--- config.mk ---
export PLATFORM = sky130hd
export DESIGN_NAME = i2c_start_seq
export DESIGN_NICKNAME = d
export VERILOG_FILES = /design/src/rtl/i2c_start_pkg.sv /design/src/rtl/i2c_line_monitor.sv /design/src/rtl/i2c_phase_timer.sv /design/src/rtl/i2c_clk_cfg_check.sv /design/src/rtl/i2c_start_seq.sv
export SDC_FILE = /design/constraint.sdc
export NUM_CORES = 1
export LEC_CHECK = 0
export BUFFER_PORTS_ARGS = -buffer_cell sky130_fd_sc_hd__buf_2
export CELL_PAD_IN_SITES_DETAIL_PLACEMENT = 0
export CELL_PAD_IN_SITES_GLOBAL_PLACEMENT = 2
export CORE_ASPECT_RATIO = 0.6
export CORE_MARGIN = 8
export CORE_UTILIZATION = 36
export CTS_CLUSTER_DIAMETER = 40
export DETAILED_ROUTE_END_ITERATION = 6
export GPL_ROUTABILITY_DRIVEN = 0
export GPL_TIMING_DRIVEN = 0
export PLACE_DENSITY_LB_ADDON = 0.1
export SYNTH_ARGS = -nofsm -noshare
export SYNTH_HDL_FRONTEND = slang
export SYNTH_SLANG_ARGS = --single-unit
--- constraint.sdc ---
create_clock -name clk -period 6.2 [get_ports clk]
set_clock_uncertainty 0.05 [all_clocks]
set_input_delay 0.31 -clock clk [delete_from_list [all_inputs] [get_ports clk]]
set_output_delay 0.31 -clock clk [all_outputs]
set_load 0.1 [all_outputs]
--- src/rtl/i2c_start_pkg.sv ---
package i2c_start_pkg;

  typedef enum logic [3:0] {
    MS_IDLE,
    MS_ST_SDA,
    MS_ST_SCL,
    MS_HOLD,
    MS_BIT_LO,
    MS_BIT_HI,
    MS_BYTE_END,
    MS_RS_SDA,
    MS_RS_SCL,
    MS_SP_SDA,
    MS_SP_SCL,
    MS_SP_REL
  } ms_state_e;

endpackage

--- src/rtl/i2c_line_monitor.sv ---
module i2c_line_monitor #(
  parameter int SYNC_STAGES = 2
) (
  input  logic clk,
  input  logic rst_n,
  input  logic scl_i,
  input  logic sda_i,
  output logic sda_s,
  output logic busy
);

  logic [SYNC_STAGES-1:0] scl_q;
  logic [SYNC_STAGES-1:0] sda_q;
  logic                   scl_p;
  logic                   sda_p;
  logic                   scl_now;
  logic                   start_det;
  logic                   stop_det;

  for (genvar g = 0; g < SYNC_STAGES; g++) begin : g_sync
    if (g == 0) begin : g_first
      always_ff @(posedge clk or negedge rst_n) begin
        if (!rst_n) begin
          scl_q[0] <= 1'b1;
          sda_q[0] <= 1'b1;
        end else begin
          scl_q[0] <= scl_i;
          sda_q[0] <= sda_i;
        end
      end
    end else begin : g_next
      always_ff @(posedge clk or negedge rst_n) begin
        if (!rst_n) begin
          scl_q[g] <= 1'b1;
          sda_q[g] <= 1'b1;
        end else begin
          scl_q[g] <= scl_q[g-1];
          sda_q[g] <= sda_q[g-1];
        end
      end
    end
  end

  assign scl_now = scl_q[SYNC_STAGES-1];
  assign sda_s   = sda_q[SYNC_STAGES-1];

  always_ff @(posedge clk or negedge rst_n) begin
    if (!rst_n) begin
      scl_p <= 1'b1;
      sda_p <= 1'b1;
    end else begin
      scl_p <= scl_now;
      sda_p <= sda_s;
    end
  end

  // SDA edge while SCL stays high marks a bus condition
  assign start_det = scl_now && scl_p && sda_p && !sda_s;
  assign stop_det  = scl_now && scl_p && !sda_p && sda_s;

  always_ff @(posedge clk or negedge rst_n) begin
    if (!rst_n)         busy <= 1'b0;
    else if (start_det) busy <= 1'b1;
    else if (stop_det)  busy <= 1'b0;
  end

endmodule

--- src/rtl/i2c_phase_timer.sv ---
module i2c_phase_timer #(
  parameter int DIV_W = 12
) (
  input  logic             clk,
  input  logic             rst_n,
  input  logic             restart,
  input  logic [DIV_W-1:0] period,
  output logic             done
);

  logic [DIV_W-1:0] cnt_q;
  logic [DIV_W-1:0] load;

  assign load = (period == '0) ? '0 : period - 1'b1;

  always_ff @(posedge clk or negedge rst_n) begin
    if (!rst_n)             cnt_q <= '0;
    else if (restart)       cnt_q <= load;
    else if (cnt_q != '0)   cnt_q <= cnt_q - 1'b1;
  end

  assign done = (cnt_q == '0);

endmodule

--- src/rtl/i2c_clk_cfg_check.sv ---
module i2c_clk_cfg_check #(
  parameter int FREQ_W       = 6,
  parameter int STD_MIN_MHZ  = 2,
  parameter int FAST_MIN_MHZ = 4
) (
  input  logic              fast_mode,
  input  logic [FREQ_W-1:0] freq_mhz,
  output logic              bad
);

  localparam logic [FREQ_W-1:0] STD_LIM  = FREQ_W'(STD_MIN_MHZ);
  localparam logic [FREQ_W-1:0] FAST_LIM = FREQ_W'(FAST_MIN_MHZ);

  assign bad = fast_mode ? (freq_mhz < FAST_LIM) : (freq_mhz < STD_LIM);

endmodule

--- src/rtl/i2c_start_seq.sv ---
module i2c_start_seq
  import i2c_start_pkg::*;
#(
  parameter int FREQ_W       = 6,
  parameter int DIV_W        = 12,
  parameter int BYTE_W       = 8,
  parameter int SYNC_STAGES  = 2,
  parameter int STD_MIN_MHZ  = 2,
  parameter int FAST_MIN_MHZ = 4
) (
  input  logic              clk,
  input  logic              rst_n,
  input  logic              periph_en,
  input  logic              fast_mode,
  input  logic [FREQ_W-1:0] freq_mhz,
  input  logic [DIV_W-1:0]  half_period,
  input  logic              start_req,
  input  logic              stop_req,
  input  logic              evt_ie,
  input  logic              sr1_rd,
  input  logic              dr_valid,
  output logic              dr_ready,
  input  logic [BYTE_W-1:0] dr_data,
  input  logic              scl_i,
  input  logic              sda_i,
  output logic              scl_oe,
  output logic              sda_oe,
  output logic              busy,
  output logic              master,
  output logic              sb,
  output logic              evt_irq,
  output logic              ack_ok,
  output logic              cfg_bad
);

  localparam int                CNT_W    = $clog2(BYTE_W + 1);
  localparam logic [CNT_W-1:0]  ACK_SLOT = CNT_W'(BYTE_W);

  ms_state_e st_q, st_d;

  logic              tmr_done;
  logic              tmr_restart;
  logic              sda_s;
  logic              busy_w;
  logic              cfg_bad_w;
  logic              issue_ok;
  logic              dr_fire;
  logic              bit_end;
  logic              start_pend_q;
  logic              stop_pend_q;
  logic              sb_q;
  logic              armed_q;
  logic              master_q;
  logic              ack_q;
  logic [BYTE_W-1:0] sh_q;
  logic [CNT_W-1:0]  bit_q;

  i2c_line_monitor #(.SYNC_STAGES(SYNC_STAGES)) u_mon (
    .clk   (clk),
    .rst_n (rst_n),
    .scl_i (scl_i),
    .sda_i (sda_i),
    .sda_s (sda_s),
    .busy  (busy_w)
  );

  i2c_phase_timer #(.DIV_W(DIV_W)) u_tmr (
    .clk     (clk),
    .rst_n   (rst_n),
    .restart (tmr_restart),
    .period  (half_period),
    .done    (tmr_done)
  );

  i2c_clk_cfg_check #(
    .FREQ_W       (FREQ_W),
    .STD_MIN_MHZ  (STD_MIN_MHZ),
    .FAST_MIN_MHZ (FAST_MIN_MHZ)
  ) u_cfg (
    .fast_mode (fast_mode),
    .freq_mhz  (freq_mhz),
    .bad       (cfg_bad_w)
  );

  assign issue_ok = periph_en && !cfg_bad_w;
  assign dr_ready = (st_q == MS_HOLD) && sb_q && armed_q;
  assign dr_fire  = dr_valid && dr_ready;
  assign bit_end  = (st_q == MS_BIT_HI) && tmr_done;

  always_comb begin
    st_d = st_q;
    case (st_q)
      MS_IDLE:     if (start_pend_q && issue_ok && !busy_w) st_d = MS_ST_SDA;
      MS_ST_SDA:   if (tmr_done) st_d = MS_ST_SCL;
      MS_ST_SCL:   if (tmr_done) st_d = MS_HOLD;
      MS_HOLD:     if (dr_fire)  st_d = MS_BIT_LO;
      MS_BIT_LO:   if (tmr_done) st_d = MS_BIT_HI;
      MS_BIT_HI:   if (tmr_done) st_d = (bit_q == ACK_SLOT) ? MS_BYTE_END : MS_BIT_LO;
      MS_BYTE_END: begin
        if (start_pend_q)     st_d = MS_RS_SDA;
        else if (stop_pend_q) st_d = MS_SP_SDA;
      end
      MS_RS_SDA:   if (tmr_done) st_d = MS_RS_SCL;
      MS_RS_SCL:   if (tmr_done) st_d = MS_ST_SDA;
      MS_SP_SDA:   if (tmr_done) st_d = MS_SP_SCL;
      MS_SP_SCL:   if (tmr_done) st_d = MS_SP_REL;
      MS_SP_REL:   if (tmr_done) st_d = MS_IDLE;
      default:     st_d = MS_IDLE;
    endcase
  end

  // every state change opens a fresh half-period window
  assign tmr_restart = (st_d != st_q);

  always_ff @(posedge clk or negedge rst_n) begin
    if (!rst_n) begin
      st_q         <= MS_IDLE;
      start_pend_q <= 1'b0;
      stop_pend_q  <= 1'b0;
      master_q     <= 1'b0;
      sb_q         <= 1'b0;
      armed_q      <= 1'b0;
      ack_q        <= 1'b0;
      sh_q         <= '0;
      bit_q        <= '0;
    end else begin
      st_q <= st_d;

      if (st_d == MS_ST_SDA && st_q != MS_ST_SDA) start_pend_q <= 1'b0;
      else if (start_req && issue_ok)             start_pend_q <= 1'b1;

      if (st_d == MS_SP_SDA && st_q != MS_SP_SDA) stop_pend_q <= 1'b0;
      else if (stop_req && master_q)              stop_pend_q <= 1'b1;

      if (st_q == MS_IDLE && st_d == MS_ST_SDA)        master_q <= 1'b1;
      else if (st_q == MS_SP_REL && st_d == MS_IDLE)   master_q <= 1'b0;

      if (st_q == MS_ST_SCL && st_d == MS_HOLD) sb_q <= 1'b1;
      else if (dr_fire)                         sb_q <= 1'b0;

      // status read arms, data write consumes
      if (dr_fire || !sb_q) armed_q <= 1'b0;
      else if (sr1_rd)      armed_q <= 1'b1;

      if (dr_fire) begin
        sh_q  <= dr_data;
        bit_q <= '0;
        ack_q <= 1'b0;
      end else if (bit_end) begin
        if (bit_q == ACK_SLOT) begin
          ack_q <= !sda_s;
        end else begin
          sh_q  <= {sh_q[BYTE_W-2:0], 1'b0};
          bit_q <= bit_q + 1'b1;
        end
      end
    end
  end

  always_comb begin
    scl_oe = 1'b0;
    sda_oe = 1'b0;
    case (st_q)
      MS_ST_SDA:   sda_oe = 1'b1;
      MS_ST_SCL,
      MS_HOLD:     begin scl_oe = 1'b1; sda_oe = 1'b1; end
      MS_BIT_LO:   begin scl_oe = 1'b1; sda_oe = (bit_q != ACK_SLOT) && !sh_q[BYTE_W-1]; end
      MS_BIT_HI:   sda_oe = (bit_q != ACK_SLOT) && !sh_q[BYTE_W-1];
      MS_BYTE_END,
      MS_RS_SDA:   scl_oe = 1'b1;
      MS_SP_SDA:   begin scl_oe = 1'b1; sda_oe = 1'b1; end
      MS_SP_SCL:   sda_oe = 1'b1;
      default:     ;
    endcase
  end

  assign busy    = busy_w;
  assign master  = master_q;
  assign sb      = sb_q;
  assign evt_irq = sb_q && evt_ie;
  assign ack_ok  = ack_q;
  assign cfg_bad = cfg_bad_w;

endmodule

# [Yosys cells after proc, flatten, opt, wreduce, memory -nomap -nowiden]
# Index checks and enable logic that the tools add are counted.
[word_totals] register_bits=41 word_cells=131 output_inout_bits=9 inputBits=37
[classes] n_reduce_logical=47 mux=42 addsub=3 n_lt_le_gt_ge=2 n_eq_ne=20
[op_table] cell="2-to-1 mux 4 bit" n=16
[op_table] cell="one-hot mux 4 bit (12 select lines)" n=1
[op_table] cell="2-to-1 mux 12 bit" n=3
[op_table] cell="equality test 4 bit (second input constant)" n=6
[op_table] cell="zero test 12 bit" n=2
[op_table] cell="2-to-1 mux 8 bit" n=3
[op_table] cell="subtractor 12 x 1 -> 12 bit (second input constant)" n=2
[op_table] cell="logical AND 1 bit" n=21
[op_table] cell="nonzero test 2 bit" n=9
[op_table] cell="2-to-1 mux 1 bit" n=17
[op_table] cell="equality test 4 x 3 -> 1 bit (second input constant)" n=4
[op_table] cell="equality test 4 x 2 -> 1 bit (second input constant)" n=3
[op_table] cell="nonzero test 12 bit" n=1
[op_table] cell="equality test 4 x 1 -> 1 bit (second input constant)" n=2
[op_table] cell="zero test 4 bit" n=2
[op_table] cell="inequality test 4 bit (second input constant)" n=2
[op_table] cell="zero test 1 bit" n=6
[op_table] cell="< comparator 6 x 2 -> 1 bit (second input constant)" n=1
[op_table] cell="< comparator 6 x 3 -> 1 bit (second input constant)" n=1
[op_table] cell="OR reduction 6 bit" n=1
[op_table] cell="OR reduction 5 bit" n=1
[op_table] cell="adder 4 x 1 -> 4 bit (second input constant)" n=1
[op_table] cell="inequality test 4 x 1 -> 1 bit (second input constant)" n=1
[op_table] cell="inequality test 4 bit" n=1
[op_table] cell="other kinds (6)" n=7

# [Logic depth before layout (Yosys ltp)]
# Gate-level depths: netlist (run 1).
[depth] ltp_word=12 mapped_depth=9 depth_no_buf=8

# [Hierarchy]
# A second synthesis (run 1) with hierarchy kept.
[hier_totals] cells_unflattened=265 hier_area_um2=2532.4
[modules_own_cells] module="i2c_start_seq" area_per_inst_um2=1340.0 instances=1 cells_each=143 seq_area_each_um2=550.5
[modules_own_cells] module="i2c_phase_timer" area_per_inst_um2=959.7 instances=1 cells_each=108 seq_area_each_um2=300.3
[modules_own_cells] module="i2c_line_monitor" area_per_inst_um2=216.5 instances=1 cells_each=11 seq_area_each_um2=182.7
[modules_own_cells] module="i2c_clk_cfg_check" area_per_inst_um2=16.3 instances=1 cells_each=3 seq_area_each_um2=0.0

# [Least setup slack after synthesis (run 1)]
# Ideal clock, no wire load.
[synth_path] kind="register to output" from="register st_q[1]" to="output port sda_oe" setup_slack_ns=2.714 n_path_buf=2 arrival_time_ns=3.126 stages_incl_launch_ff=6 required_time_ns=5.840 path_cell_list="dfrtp_1 > buf_6 > clkbuf_1 > nor2b_1 > a21oi_1 > o21ai_0"
[synth_between] elab_chain_len=3 elab_cells_between_ends=10 cone_classes="eq/ne: 7; mux: 1; reduce/logical: 2"
[synth_lines] item="start, declared" line="i2c_start_seq.sv:39" source="ms_state_e st_q, st_d;"
[synth_lines] item="start signal, assigned" line="i2c_start_seq.sv:127" source="st_q <= st_d;"
[synth_lines] item="equality test 4 x 2 -> 1 bit (tied with other cells)" line="i2c_start_seq.sv:163" source="case (st_q)"
[synth_lines] item="OR reduction 5 bit (no line) or OR reduction 2 bit (tied branches)"
[synth_lines] item="one-hot mux 1 bit (2 select lines) (*)" line="i2c_start_seq.sv:163"
[synth_lines] item="end, declared" line="i2c_start_seq.sv:27" source="output logic sda_oe,"
# Every way passes the cells marked *; elsewhere a longest branch is shown, timed or not.

# [Worst setup path after layout (run 1)]
[layout_path] from="register u_tmr.cnt_q[0]" to="register start_pend_q"
[layout_between] elab_chain_len=6 elab_cells_between_ends=15 cone_classes="eq/ne: 1; mux: 11; reduce/logical: 3"
[layout_lines] item="start, declared" line="i2c_phase_timer.sv:11" source="logic [DIV_W-1:0] cnt_q;"
[layout_lines] item="start signal, assigned" line="i2c_phase_timer.sv:18" source="else if (restart) cnt_q <= load;"
[layout_lines] item="start signal, assigned" line="i2c_phase_timer.sv:19" source="else if (cnt_q != '0) cnt_q <= cnt_q - 1'b1;"
[layout_lines] item="zero test 12 bit (*)" line="i2c_phase_timer.sv:22" source="assign done = (cnt_q == '0);"
[layout_lines] item="2-to-1 mux 4 bit (tied with other cells)" line="i2c_start_seq.sv:107" source="MS_SP_REL: if (tmr_done) st_d = MS_IDLE;"
[layout_lines] item="one-hot mux 4 bit (12 select lines) (*)" line="i2c_start_seq.sv:92" source="case (st_q)"
[layout_lines] item="equality test 4 x 1 -> 1 bit (*)" line="i2c_start_seq.sv:129" source="if (st_d == MS_ST_SDA && st_q != MS_ST_SDA) start_pend_q <= 1'b0;"
[layout_lines] item="logical AND 1 bit (*)" line="i2c_start_seq.sv:129"
[layout_lines] item="2-to-1 mux 1 bit or nonzero test 2 bit (tied branches)"
[layout_lines] item="end signal, assigned" line="i2c_start_seq.sv:118" source="start_pend_q <= 1'b0;"
[layout_lines] item="end signal, assigned" line="i2c_start_seq.sv:129"
[layout_lines] item="end signal, assigned" line="i2c_start_seq.sv:130" source="else if (start_req && issue_ok) start_pend_q <= 1'b1;"
[layout_lines] item="end, declared" line="i2c_start_seq.sv:49" source="logic start_pend_q;"
# Marks and branches as above.
# A chain may end at the register's enable or synchronous reset.

==> run metrics, run 1 <==
Site Rows 24; Crit path depth 8; # setup viols final 0; CP max stage cell a2111oi_0; ratio of cells with drive above 1 in the final layout a little under a quarter; CP max stage delay ~630 ps; clock-pin slew on the worst setup and hold paths 60 ps; Synth warnings 0; Synthesized Nets 331; global-route wire length before repair around 12 mm; Util after Layout between 40% and 50%; max frequency 0.3217 GHz; CP top delay family simple AND/OR/NAND/NOR gates; Post CTS Setup Buffer Count 0; count of flip-flops with a built-in enable after synthesis 0; Worst Path Max Fanout 5; Setup WS post-layout 3091 ps; r2r worst-path depth 8; largest net degree at the start of global routing 42; Die Y 81.66 um; hold buffers post-CTS 0; WP data required roughly 6300 ps; final instance area ~3100 sq um; # IOs 46; Distinct cells, synth 51; Critical Path Start u_tmr.cnt_q[0]; launching point of the worst reg2reg path u_tmr.cnt_q[0]; # clock sinks 41; setup TNS 0 ps; top_reg_cell synth dfrtp_1; fin crit share 50.14%; Area Overhead vs Synth 19.59%; RSZ-0062 raised after global routing no; Worst Max-Slew Pin Slew 942.3 ps; total grt overflow 0; Slew Viols, Final 0; startpoint types flip-flop; final hold violation count 0; clk buf depth 2; Fillers 721; Leak approximately 1.4 nW; Max VDD drop around 0.17 mV; width of the die 125.4 um; vias in the first global route approximately 2,200; CP Data Arrival Time 3200 ps; Port Buffers 44; TritonCTS clock tree built; Final nets 382; crit path kind reg2reg; per-cell routed wire length around 16 um; Detail Route Antenna Nets 0; Final min period 3109 ps; via count 2,246; via/cell ratio 5.199; initial antenna violation count 0; 1st-pass router iterations 4; cell count after synthesis 289; register area share after synthesis 39.96%; Die Area 10,240 sq um; core area 7117 sq um; H-tree levels 2; syn_area_per_cell 8.949 sq um; final WL between 6 and 7 mm; endpoint class of the critical path flip-flop; Max-cap violations 0; DP HPWL 5.386 mm; Netlist Area Pre-Place 2586 sq um; P per Cell Area 460.1 nW/um^2; DRC errors left 0; Async SR Flop Fraction 100.0%; Worst slew margin 37.18%; Hold Path Origin scl_i; WHS between 70 and 80 ps; antenna cells 0; worst-path cell chain inv_1 > ha_1 > or3b_2 > nor4_2 > mux2_2 > nand2_1 > a2111oi_0 > a21oi_1; CTS-repair resized insts 0; CTS buffer count 5; pre-CTS setup slack 3093 ps; Initial DRC Count 143; Hold Crit Class in2reg; aggregate global-route resource usage about 14%; clock insertion delay at the later pin of the skew report about 280 ps; Worst Hold Path Cells 1; #FFs+latches synth 41; Root Driver clkbuf_16; placed standard-cell area between 2000 and 3000 sq um; status finished clean; Initial Utilization a little over a third; Bufs and invs on worst path 1
[synthesized netlist by cell type (2+ instances only)]
cell | n | area [sq um]
xnor2_1 | 8 | 70.07
ha_1 | 5 | 62.56
a21oi_1 | 11 | 55.05
inv_1 | 9 | 33.78
o21ai_0 | 20 | 100.1
mux2i_1 | 8 | 80.08
buf_6 | 2 | 22.52
dfstp_2 | 6 | 157.7
or3_1 | 11 | 68.82
nand4bb_1 | 2 | 22.52
nand2_1 | 35 | 131.4
nor4_1 | 5 | 31.28
buf_2 | 4 | 20.02
dfrtp_1 | 35 | 875.8
nor3_1 | 9 | 45.04
and3_1 | 3 | 18.77
a31oi_1 | 6 | 37.54
a22oi_1 | 6 | 45.04
nor2_1 | 36 | 135.1
a21o_1 | 2 | 15.01
xor2_1 | 7 | 61.31
a2111oi_0 | 2 | 17.52
clkbuf_1 | 4 | 15.01
nor2b_1 | 6 | 37.54
nand3_1 | 6 | 30.03
mux2_4 | 6 | 90.09
or2_2 | 2 | 12.51
nand4_1 | 3 | 18.77
nand2b_1 | 6 | 37.54
mux2_2 | 3 | 33.78
[final cells by class]
class | count | area [sq um] | share of cell area, %
Multi-Input combinational cell | 228 | 1458 | 47.13
Sequential cell | 41 | 1033 | 33.41
Timing Repair Buffer | 44 | 220.2 | 7.120
Clock buffer | 7 | 142.6 | 4.612
Tap cell | 91 | 113.9 | 3.681
Buffer | 11 | 61.31 | 1.982
Inverter | 9 | 33.78 | 1.092
Clock inverter | 1 | 30.03 | 0.9709
[placed cells by master (no fill, tap or decap), types with 7 or more instances in the layout]
master	Yosys	routed
nor2_1	36	36
inv_1	9	9
nand2_1	35	35
mux2i_1	8	8
buf_2	4	48
a21oi_1	11	11
or3_1	11	11
dfrtp_1	35	35
xor2_1	7	7
xnor2_1	8	8
o21ai_0	20	20
nor3_1	9	9
[sequential cells by signal (all words and copies together), names as in the netlist]
name and flops:
u_mon.scl_now 1, start_pend_q 1, st_q 4, u_mon.scl_p 1, sh_q 8, master 1
ack_ok 1, sb 1, bit_q 4, u_mon.sda_p 1, stop_pend_q 1, u_mon.busy 1
u_mon.sda_s 1, u_mon.sda_q 1, armed_q 1, u_mon.scl_q 1, u_tmr.cnt_q 12
[path summary, 6_finish.rpt]
kind	end	slack (ps)
worst max-delay path	start_pend_q	3090
worst min-delay path	u_mon.scl_q[0]	70
worst max register to register	start_pend_q	3090
worst min register to register	u_mon.scl_now	310
max in group asynchronous	stop_pend_q	5390
min in group asynchronous	bit_q[0]	110
[cell families after synthesis]
logic type / after synthesis / share of synthesized area (%)
DFF: 41 / 39.96
muxes: 17 / 7.886
xor gates and xnor gates: 15 / 5.080
AOI/OAI and AO/OA: 57 / 14.47
and+or+nand+nor: 134 / 26.51
buffers and inverters: 20 / 3.676
adders and majority gates: 5 / 2.419
[power breakdown]
| part | switching, mW | leakage, nW | total [mW] | internal [mW] |
|---|---|---|---|---|
| Clock | 0.103 | 0.0841 | 0.304 | 0.201 |
| Combinational | 0.405 | 0.814 | 0.644 | 0.239 |
| Sequential | 0.0996 | 0.480 | 0.475 | 0.376 |
| Total | 0.607 | 1.38 | 1.42 | 0.816 |
[stage by stage]
stage / total power, mW / instances
floorplan: 0.9672 / 289
global placement: 1.117 / 424
detailed placement: 1.124 / 424
CTS: 1.433 / 432
global route: 1.535 / 432
finish: 1.423 / 432
[per-layer routing]
layer	GRT usage (%)	share of wire, %	up-vias
met2	17.69	34	67
li1	-	-	1140
met3	4.666	7.3	5
met1	22.56	58	1034
met5	0	0	-
met4	3.619	0.53	0
No activity file was read; power rests on OpenSTA's default activity.
==> run 2: changes to the inputs <==
- CORE_UTILIZATION: 36 -> 30
- clock period: 6.2 -> 2.8 ns (I/O delays scaled with it)
==> run metrics, run 2 (synthesis results as in run 1) <==
status finished clean; core area 8426 sq um (+18%); 1st-pass router iterations 4 (unchanged); sequential cell fraction of total power 32.8% (-0.6 points); clock insertion delay at the later pin of the skew report 290 ps (about the same); Worst R2R Setup Slack 90 ps (-3000 ps); most frequent cells in the layout 47 x buf_2, 36 x nor2_1, 35 x nand2_1, 35 x dfrtp_1, 19 x o21ai_0; Max VDD drop 0.4302 mV (+150%); H-tree levels 2 (unchanged); Hold Crit Class in2reg; Util after Layout 38.05% (-5.4 points); Critical Path Start u_tmr.cnt_q[0]; commonest non-fill, non-tap cell in the layout buf_2; Worst slew margin 35.85% (-1.3 points); max reg flops 12 (unchanged); Detail Route Antenna Nets 0 (unchanged); largest register by flop count u_tmr.cnt_q; sw frac 43.79% (+1.1 points); CP Data Arrival Time 2820 ps (-380 ps); Setup WS post-layout 92.47 ps (-2999 ps); r2r worst-path depth 9 (+1); Initial Utilization 30.69% (-5.6 points); setup TNS 0 ps (unchanged); pre-CTS setup slack -570.5 ps (-3664 ps); Fillers 870 (+21%); Final nets 387 (+1.3%); aggregate global-route resource usage 12.82% (-1.6 points); CP max stage cell or3b_2; P per Cell Area 1008 nW/um^2 (+120%); crit path kind reg2reg; startpoint types flip-flop; non-filler cells, final 458 (+6.0%); # clock sinks 41 (unchanged); internal power 1.816 mW (+120%); RSZ-0062 raised after global routing no; Comb pwr share 46.9% (+1.7 points); WP data required 2920 ps (-3380 ps); final WL 7.375 mm (+7.6%); vias in the first global route 2,295 (+2.8%); Leak 1.416 nW (+2.7%); global-route wire length before repair 11.96 mm (+3.8%); clock share of power 20.3% (-1.1 points); Max-cap violations 0 (unchanged); crit path to u_tmr.cnt_q[7]; Worst Max-Slew Pin Slew 962.2 ps (+19.90 ps); Final min period 2708 ps (-401.1 ps); fin crit share 96.70% (+47 points); Worst Path Max Fanout 10 (+5); WHS 10.06 ps (-62.19 ps); CP max stage delay 520 ps (-110 ps); Placed Cells 445 (+5.0%); Initial DRC Count 113 (-21%); antenna cells 0 (unchanged); launching point of the worst reg2reg path u_tmr.cnt_q[0]; via/cell ratio 5.013 (-3.6%); DRC errors left 0 (unchanged); Top Registers u_tmr.cnt_q x12, sh_q x8; GR Layer Usage met3 3.666% (-1.0 points); worst-path cell chain inv_1 > ha_1 > or3b_2 > nor4_4 > buf_4 > a31o_1 > a2111oi_4 > buf_6 > mux2_4; ratio of cells with drive above 1 in the final layout 24.28% (+0.82 points); Pwr Total 3.231 mW (+130%); R2R Path End u_tmr.cnt_q[7]; Port Buffers 44 (unchanged); Global Route met2 Usage 15.41% (-2.3 points); Site Rows 26 (+8.3%); M1 GR Usage 20.80% (-1.8 points); clk buf depth 2 (unchanged); final instance area 3206 sq um (+3.6%); # IOs 46 (unchanged); per-cell routed wire length 16.10 um (+1.4%); largest net degree at the start of global routing 42 (unchanged); TritonCTS clock tree built; clock-pin slew on the worst setup and hold paths 60 ps (about the same); final hold violation count 0 (unchanged); CTS buffer count 5 (unchanged); total grt overflow 0 (unchanged); DP HPWL 5.698 mm (+5.8%); # setup viols final 0 (unchanged); via count 2,296 (+2.2%); max frequency 0.3693 GHz (+15%); Slew Viols, Final 0 (unchanged); Area Overhead vs Synth 23.95%; Die Y 87.92 um (+7.7%); GR peak layer met1; endpoint class of the critical path flip-flop; initial antenna violation count 0 (unchanged); width of the die 135.9 um (+8.3%); placed standard-cell area 2947 sq um (+0.90%); Worst Hold Path Cells 3 (+2); Root Driver clkbuf_16; Die Area 11,950 sq um (+17%); Psw 1.415 mW (+130%)
-- run 2: layout make-up --
| type | instances | area (sq um) | area share, % |
|---|---|---|---|
| well taps | 112 | 140.1 | 4.372 |
| flip-flops and latches | 41 | 1033 | 32.24 |
| multi-input cells | 228 | 1505 | 46.96 |
| plain buffers | 11 | 63.81 | 1.991 |
| clock inverters | 2 | 35.03 | 1.093 |
| clock buffers | 6 | 128.9 | 4.020 |
| inverters | 9 | 33.78 | 1.054 |
| repair buffers | 49 | 265.3 | 8.275 |
-- run 2: routing by layer --
metal  vias up  share of wire [%]  wire, um
li1       1146                  -         -
met3         7                5.2       382
met2        48                 35      2575
met1      1095                 59      4364
met5         -                  0         0
met4         0               0.71        52
-- run 2: worst min path at each step --
stage                           to        from  slack [ps]
floorplan                   ack_ok       rst_n        -210
global placement    u_mon.scl_q[0]       scl_i         200
detailed placement  u_mon.sda_q[0]       sda_i         200
CTS                        sh_q[0]  dr_data[0]           6
global route               sh_q[0]  dr_data[0]          20
finish                     sh_q[0]  dr_data[0]          10
-- run 2: power groups by stage --
stage          combinational (mW)  clock (mW)  sequential [mW]
2_1_floorplan                1.02           0             1.12
3_3_place_gp                 1.45           0             1.06
3_5_place_dp                 1.44           0             1.06
4_1_cts                      1.48       0.683             1.06
5_1_grt                      1.66       0.702             1.10
6_report                     1.52       0.655             1.06
-- run 2: critical path: cells and delay by family, from the launching register on --
kind                       cells  cell delay (ps)
and+or+nand+nor                2              820
buffers and inverters          3              500
DFF                            1              410
muxes                          1              300
AOI/OAI and AO/OA              2              260
adders and majority gates      1              250
-- run 2: repair_timing --
action                                  CTS  global route
resized for setup                         4             4
hold buffers                              3             0
endpoints found under the hold margin    12             0
pin swaps                                 1             1
setup buffers                             2             0
endpoints found under the setup margin    7             7
